[config.mk]
export PLATFORM = sky130hd
export DESIGN_NAME = clkdiv_group
export DESIGN_NICKNAME = d
export VERILOG_FILES = /design/src/rtl/clkdiv_pkg.sv /design/src/rtl/cdv_ratio_decode.sv /design/src/rtl/cdv_phase_core.sv /design/src/rtl/cdv_pd_filter.sv /design/src/rtl/cdv_out_gate.sv /design/src/rtl/clkdiv_group.sv
export SDC_FILE = /design/constraint.sdc
export NUM_CORES = 1
export LEC_CHECK = 0
export CELL_PAD_IN_SITES_DETAIL_PLACEMENT = 0
export CELL_PAD_IN_SITES_GLOBAL_PLACEMENT = 1
export CORE_ASPECT_RATIO = 1.1
export CORE_UTILIZATION = 30
export DETAILED_ROUTE_END_ITERATION = 10
export GPL_ROUTABILITY_DRIVEN = 1
export GPL_TIMING_DRIVEN = 0
export PLACE_DENSITY = 0.6
export SKIP_CTS_REPAIR_TIMING = 1
export SYNTH_ARGS = -nofsm -noshare
export SYNTH_HDL_FRONTEND = slang
export SYNTH_SLANG_ARGS = --single-unit
[constraint.sdc]
create_clock -name clk -period 4.2 [get_ports clk]
set_input_delay 0.84 -clock clk [delete_from_list [all_inputs] [get_ports clk]]
set_output_delay 0.84 -clock clk [all_outputs]
set_load 0.01 [all_outputs]
[src/rtl/clkdiv_pkg.sv]
`timescale 1ns/1ps
package clkdiv_pkg;
   localparam int CODE_W = 4;
   localparam int SMALLEST_TOP_RATIO = 72;

   // base ratio from table select and low code field
   function automatic logic [3:0] base_of(input logic tab, input logic [1:0] sel);
      logic [3:0] b;
      case ({tab, sel})
         3'b000:  b = 4'd2;
         3'b001:  b = 4'd3;
         3'b010:  b = 4'd5;
         3'b011:  b = 4'd7;
         3'b100:  b = 4'd4;
         3'b101:  b = 4'd3;
         3'b110:  b = 4'd5;
         default: b = 4'd9;
      endcase
      return b;
   endfunction
endpackage

[src/rtl/cdv_ratio_decode.sv]
`timescale 1ns/1ps
module cdv_ratio_decode
   import clkdiv_pkg::*;
#(
   parameter int CNT_W = 7
) (
   input  logic [CODE_W-1:0] code,
   input  logic              tab,
   output logic [CNT_W-1:0]  ratio,
   output logic [CNT_W-1:0]  high_len
);
   logic [3:0] base;

   always_comb begin
      base     = base_of(tab, code[1:0]);
      ratio    = CNT_W'(base) << code[3:2];
      high_len = (ratio + CNT_W'(1)) >> 1;
   end
endmodule

[src/rtl/cdv_phase_core.sv]
`timescale 1ns/1ps
module cdv_phase_core #(
   parameter int CNT_W          = 7,
   parameter bit HALF_CYCLE_ODD = 1'b1
) (
   input  logic             clk,
   input  logic             rst_n,
   input  logic [CNT_W-1:0] ratio_in,
   input  logic [CNT_W-1:0] high_in,
   output logic             wrap,
   output logic             div_out
);
   logic [CNT_W-1:0] cnt_q;
   logic [CNT_W-1:0] ratio_q;
   logic [CNT_W-1:0] high_q;
   logic             a_hi;

   assign wrap = (cnt_q == ratio_q - CNT_W'(1));
   assign a_hi = (cnt_q >= (ratio_q - high_q));

   always_ff @(posedge clk or negedge rst_n) begin
      if (!rst_n) begin
         cnt_q   <= '0;
         ratio_q <= CNT_W'(2);
         high_q  <= CNT_W'(1);
      end else if (wrap) begin
         cnt_q   <= '0;
         ratio_q <= ratio_in;
         high_q  <= high_in;
      end else begin
         cnt_q   <= cnt_q + CNT_W'(1);
      end
   end

   generate
      if (HALF_CYCLE_ODD) begin : g_half
         logic b_q;
         always_ff @(negedge clk or negedge rst_n) begin
            if (!rst_n) b_q <= 1'b0;
            else        b_q <= a_hi;
         end
         assign div_out = ratio_q[0] ? (a_hi & b_q) : a_hi;
      end else begin : g_whole
         assign div_out = a_hi;
      end
   endgenerate


   cnt_bound_chk: assert property (@(posedge clk) disable iff (!rst_n)
      cnt_q < ratio_q);

   ratio_hold_chk: assert property (@(posedge clk) disable iff (!rst_n)
      (ratio_q != $past(ratio_q)) |-> $past(wrap));

   fall_at_end_chk: assert property (@(posedge clk) disable iff (!rst_n)
      $fell(a_hi) |-> $past(wrap));
endmodule

[src/rtl/cdv_pd_filter.sv]
`timescale 1ns/1ps
module cdv_pd_filter #(
   parameter int PD_SAMPLES = 2
) (
   input  logic clk,
   input  logic rst_n,
   input  logic pd_n,
   output logic pd_req
);
   logic [PD_SAMPLES-1:0] seen_low_q;

   always_ff @(posedge clk or negedge rst_n) begin
      if (!rst_n) seen_low_q <= '0;
      else        seen_low_q <= {seen_low_q[PD_SAMPLES-2:0], ~pd_n};
   end

   assign pd_req = &seen_low_q;


   pd_recent_low_chk: assert property (@(posedge clk) disable iff (!rst_n)
      pd_req |-> !$past(pd_n));
endmodule

[src/rtl/cdv_out_gate.sv]
`timescale 1ns/1ps
module cdv_out_gate (
   input  logic clk,
   input  logic rst_n,
   input  logic wrap,
   input  logic div_in,
   input  logic invert,
   input  logic enable,
   input  logic pd_req,
   output logic clk_out
);
   logic run_q;
   logic inv_q;

   always_ff @(posedge clk or negedge rst_n) begin
      if (!rst_n) begin
         run_q <= 1'b0;
         inv_q <= 1'b0;
      end else if (wrap) begin
         run_q <= enable & ~pd_req;
         inv_q <= invert;
      end
   end

   assign clk_out = run_q & (div_in ^ inv_q);


   run_at_end_chk: assert property (@(posedge clk) disable iff (!rst_n)
      (run_q != $past(run_q)) |-> $past(wrap));

   pd_stops_chk: assert property (@(posedge clk) disable iff (!rst_n)
      (wrap && pd_req) |=> !run_q);

   disabled_stops_chk: assert property (@(posedge clk) disable iff (!rst_n)
      (wrap && !enable) |=> !clk_out);
endmodule

[src/rtl/clkdiv_group.sv]
`timescale 1ns/1ps
module clkdiv_group
   import clkdiv_pkg::*;
#(
   parameter int NUM_OUT        = 4,
   parameter int MAX_RATIO      = 72,
   parameter int PD_SAMPLES     = 2,
   parameter bit HALF_CYCLE_ODD = 1'b1
) (
   input  logic               clk,
   input  logic               rst_n,
   input  logic [CODE_W-1:0]  ratio_code,
   input  logic               table_sel,
   input  logic               invert,
   input  logic [NUM_OUT-1:0] out_en,
   input  logic               pd_n,
   output logic [NUM_OUT-1:0] clk_out
);
   localparam int CNT_W = $clog2(MAX_RATIO + 1);

   generate
      if (MAX_RATIO < SMALLEST_TOP_RATIO) begin : g_bad_ratio
         $error("MAX_RATIO must cover the largest encodable ratio");
      end
      if (NUM_OUT < 1) begin : g_bad_outs
         $error("NUM_OUT must be at least one");
      end
      if (PD_SAMPLES < 2) begin : g_bad_pd
         $error("PD_SAMPLES must be at least two");
      end
   endgenerate

   logic [CNT_W-1:0] ratio_w;
   logic [CNT_W-1:0] high_w;
   logic             wrap_w;
   logic             div_w;
   logic             pd_req_w;

   cdv_ratio_decode #(.CNT_W(CNT_W)) u_dec (
      .code     (ratio_code),
      .tab      (table_sel),
      .ratio    (ratio_w),
      .high_len (high_w)
   );

   cdv_phase_core #(.CNT_W(CNT_W), .HALF_CYCLE_ODD(HALF_CYCLE_ODD)) u_core (
      .clk      (clk),
      .rst_n    (rst_n),
      .ratio_in (ratio_w),
      .high_in  (high_w),
      .wrap     (wrap_w),
      .div_out  (div_w)
   );

   cdv_pd_filter #(.PD_SAMPLES(PD_SAMPLES)) u_pd (
      .clk    (clk),
      .rst_n  (rst_n),
      .pd_n   (pd_n),
      .pd_req (pd_req_w)
   );

   generate
      for (genvar i = 0; i < NUM_OUT; i++) begin : g_out
         cdv_out_gate u_gate (
            .clk     (clk),
            .rst_n   (rst_n),
            .wrap    (wrap_w),
            .div_in  (div_w),
            .invert  (invert),
            .enable  (out_en[i]),
            .pd_req  (pd_req_w),
            .clk_out (clk_out[i])
         );
      end
   endgenerate


   reset_low_chk: assert property (@(posedge clk) !rst_n |-> (clk_out == '0));
endmodule

# Yosys cells after proc, flatten, opt, wreduce, memory -nomap -nowiden
# Index checks and enable logic that the tools add are counted.
[totals]
reg_bits = 28
in_bits = 13
out_inout_bits = 4
wordCells = 42
[op_classes]
addsub = 4
n_lt_le_gt_ge = 1
eq_ne = 7
shift = 1
mux = 3
bitwise = 12
reduce_logical = 4
[op_table]
columns = ["cell", "n"]
rows = [
  ["one-hot mux 4 bit (5 select lines)", 1],
  ["adder 7 x 1 -> 7 bit (second input constant)", 2],
  ["AND 1 bit", 9],
  ["equality test 3 bit (second input constant)", 3],
  ["equality test 7 bit", 1],
  ["greater-or-equal comparator 7 bit", 1],
  ["two-way mux 7 bit", 1],
  ["<< shifter 4 x 2 -> 7 bit", 1],
  ["subtractor 7 x 1 -> 7 bit (second input constant)", 1],
  ["subtractor 7 x 6 -> 7 bit", 1],
  ["equality test 3 x 2 -> 1 bit (second input constant)", 2],
  ["OR reduction 2 bit", 2],
  ["equality test 3 x 1 -> 1 bit (second input constant)", 1],
  ["zero test 3 bit", 1],
  ["NOT 1 bit", 2],
  ["AND reduction 2 bit", 1],
  ["two-way mux 1 bit", 1],
  ["bitwise XOR 1 bit", 1],
]

# Longest topological paths before layout
[depth]
ltp_word = 6
depth_mapped = 16
mapped_depth_nobuf = 15

# Modules after synthesis
# A second synthesis with hierarchy kept.
[hier_totals]
cells_unflattened = 230
hier_area_um2 = 2298.5
[by_module_without_submodules]
columns = ["module", "instances", "cells_per_inst", "area_per_inst_um2", "seq_area_each_um2"]
rows = [
  ["cdv_phase_core", 1, 137, 1510.2, 553.0],
  ["cdv_out_gate", 4, 8, 93.8, 50.0],
  ["cdv_ratio_decode", 1, 57, 352.8, 0.0],
  ["cdv_pd_filter", 1, 4, 60.1, 50.0],
]

==> impl_metrics.py <==
metrics = {
    "synth": {
        "avgSynthCellArea_um2": 9.00,
        "synthArstFlopShare": 1.00,
        "netlist_area_mm2": 0.00196,
        "synth_flop_cell": "dfrtp_1",
        "synth_edf_count": 0,
        "yosys_warnings": 0,
        "ys_ff_latch": 28,
        "postSynthCellCount": 218,
        "synth.yosys.seq_area_share": 0.358,
        "yosysUniqueCellTypes": 43,
        "syn_nets": 248,
    },
    "placement": {
        "routabilityCongestion": 0.805,
        "post-place-ws_ns": -0.459,
        "hpwl_um": 3330,
        "io_buffers": 14,
    },
    "setup_path": {
        "max_stage_delay_ns": 0.40,
        "criticalPathCategory": "reg2reg",
        "cp_max_fo": 3,
        "r2r_end": "u_core.g_half.b_q$_DFF_NN0_",
        "crit_chain": "inv_2 -> ha_4 -> fa_2 -> nor2b_2 -> o21ai_1 -> nand2b_1 -> a21o_1 -> a21oi_2 -> xnor2_1 -> ha_1 -> o2111ai_2 -> o31ai_2",
        "crit_path_end_kind": "register",
        "arrival_ns": 2.70,
        "cp_slowest_cell": "dfrtp_1",
        "worstPathRequired_ns": 2.37,
        "cp-start-kind": "register",
        "r2r_slack_ns": -0.33,
        "reg2reg_depth": 12,
        "r2r-start": "u_core.ratio_q[0]$_DFFE_PN0N_",
    },
    "timing": {
        "fin_ws_ns": -0.334,
        "slew_violations": 0,
        "setup_viol": 4,
        "tightestPinTransition_ns": 0.623,
        "skew_ns": 0.00868,
        "relSlewSlack": 0.585,
        "timing.final.hold_violations": 0,
        "rsz0062_at_grt": "true",
        "setup_tns_ns": -0.507,
        "whs_ns": 0.385,
    },
    "routing": {
        "ant_nets": 0,
        "vias": 1560,
        "wl_um": 4370,
        "vias_per_cell": 4.86,
        "drtPass1Iterations": 4,
        "wire_per_inst_um": 13.6,
        "drc_errors": 0,
        "drt_iter0_markers": 23,
    },
    "status": {
        "status": "finished with violations",
        "violations": "negative setup slack",
    },
    "final_layout": {
        "diodes": 0,
        "area_growth_pct": 21.6,
        "nets": 272,
        "final_common_cell": "nor2_1",
        "layout_common_cells": "nor2_1, dfrtp_1, inv_1",
        "drive_gt1_frac": 0.178,
        "fin_util": 0.383,
    },
    "global_route": {
        "grt_overflow": 0,
        "antenna_found_initial": 0,
        "grt_start_max_net_pins": 29,
        "grt_pass1_wl_um": 7260,
        "grt_usage": 0.134,
        "grt_pass1_vias": 1503,
    },
    "die": {
        "die_h_um": 86.8,
        "die_area_mm2": 0.00687,
        "start_util": 0.315,
        "rows": 30,
        "core_area_mm2": 0.00623,
        "io_pins": 17,
        "dieWidth_um": 79.1,
    },
    "worst_hold_path": {
        "holdPathStages": 0,
        "min_from": "u_pd.seen_low_q[0]$_DFF_PN0_",
        "min_to": "u_pd.seen_low_q[1]$_DFF_PN0_",
        "hp-class": "reg2reg",
    },
    "cts": {
        "numCtsBuffers": 3,
        "clockBufferDepth": 2,
        "clock_sinks": 28,
        "path_clk_slew_ns": 0.10,
        "clk_latency_ns": 0.28,
        "cts.root.buffer_cell": "clkbuf_8",
        "cts_tree": "built",
        "cts_htree_levels": 1,
    },
    "power_and_ir_drop": {
        "cellPowerDensity_mw_per_mm2": 224,
        "power_mw": 0.534,
        "p_leak_nw": 1.06,
        "ir_worst_vdd_mv": 0.103,
    },
    "flow_run": {
        "maxCapViolCount": 0,
    },
}
-- logic make-up (layout without fill, tap and decap cells) --
group / after synthesis / count (layout) / synth area share
flip-flops: 28 / 28 / 0.358
adder cells (fa/ha/maj): 17 / 17 / 0.112
XOR/XNOR: 20 / 20 / 0.0893
AND/OR/NAND/NOR: 69 / 69 / 0.173
AO/OA/AOI/OAI: 47 / 47 / 0.157
multiplexers: 7 / 7 / 0.0383
buffers and inverters: 30 / 53 / 0.0714
-- worst max-delay path, delay by kind of cell (launching register included) --
family | cells | cell delay (ns)
DFF | 1 | 0.40
and+or+nand+nor | 2 | 0.23
adders and majority gates | 3 | 0.85
AOI/OAI and AO/OA | 5 | 0.75
xor gates and xnor gates | 1 | 0.12
buffers and inverters | 1 | 0.08
-- cell usage after synthesis, types with 2 or more instances --
library cell | number | area, µm²
o21ai_0 | 16 | 80.1
dfstp_2 | 2 | 52.6
clkbuf_1 | 6 | 22.5
o2111ai_1 | 2 | 17.5
ha_1 | 16 | 200
nor3_1 | 3 | 15.0
nor2_1 | 29 | 109
nand2b_1 | 6 | 37.5
a21oi_1 | 8 | 40.0
nand3_1 | 7 | 35.0
and3_1 | 2 | 12.5
nand2_1 | 8 | 30.0
nor2b_1 | 8 | 50.1
dfrtp_1 | 25 | 626
inv_1 | 17 | 63.8
xor2_1 | 10 | 87.6
a31oi_1 | 5 | 31.3
buf_4 | 5 | 37.5
a21o_1 | 5 | 37.5
xnor2_1 | 10 | 87.6
mux2_2 | 4 | 45.0
mux2i_1 | 3 | 30.0
-- per-stage QoR --
step	area, µm²	std cells
after global routing	2380	321
after CTS	2280	316
after floorplan	1970	218
final	2380	321
after detailed placement	2210	312
after global placement	2210	312
-- report_power, final --
group	total [mW]	switching, mW	internal, mW
sequential	0.271	0.000316	0.270
clock	0.215	0.0877	0.128
combinational	0.0481	0.0280	0.0201
total	0.534	0.116	0.418
-- area by class of cell --
type                            instances  area, µm²
Tap cell                               80        100
Timing Repair Buffer                   22        205
Multi-Input combinational cell        160       1190
Inverter                               17       63.8
Clock buffer                            3       41.3
Clock inverter                          1       30.0
Buffer                                 10       53.8
Sequential cell                        28        704
Fill cell                             675       3850
-- flip-flops by register name (all words and copies together), names as in the netlist --
name                count
g_out.u_gate.inv_q      1
u_core.g_half.b_q       1
g_out.u_gate.run_q      4
u_core.ratio_q          7
u_core.cnt_q            7
u_core.high_q           6
u_pd.seen_low_q         2
-- worst max path at each step --
stage / from / end / slack [ns]
floorplan: u_core.ratio_q[1]$_DFFE_PN1N_ / u_core.g_half.b_q$_DFF_NN0_ / -0.18
global placement: u_core.ratio_q[0]$_DFFE_PN0N_ / u_core.g_half.b_q$_DFF_NN0_ / -0.48
detailed placement: u_core.ratio_q[0]$_DFFE_PN0N_ / u_core.g_half.b_q$_DFF_NN0_ / -0.46
CTS: u_core.ratio_q[0]$_DFFE_PN0N_ / clk_out[1] / -0.71
global route: u_core.ratio_q[0]$_DFFE_PN0N_ / u_core.g_half.b_q$_DFF_NN0_ / -0.46
finish: u_core.ratio_q[0]$_DFFE_PN0N_ / u_core.g_half.b_q$_DFF_NN0_ / -0.33
-- routing by layer --
layer / share of wire / vias up / GRT usage / wire length (µm)
met5: 0 / - / 0 / 0
met3: 0.014 / 4 / 0.00947 / 60
met4: 0.014 / 0 / 0.0413 / 63
met1: 0.49 / 752 / 0.182 / 2140
li1: - / 788 / - / -
met2: 0.48 / 16 / 0.228 / 2110
(Power assumes the default switching activity.)
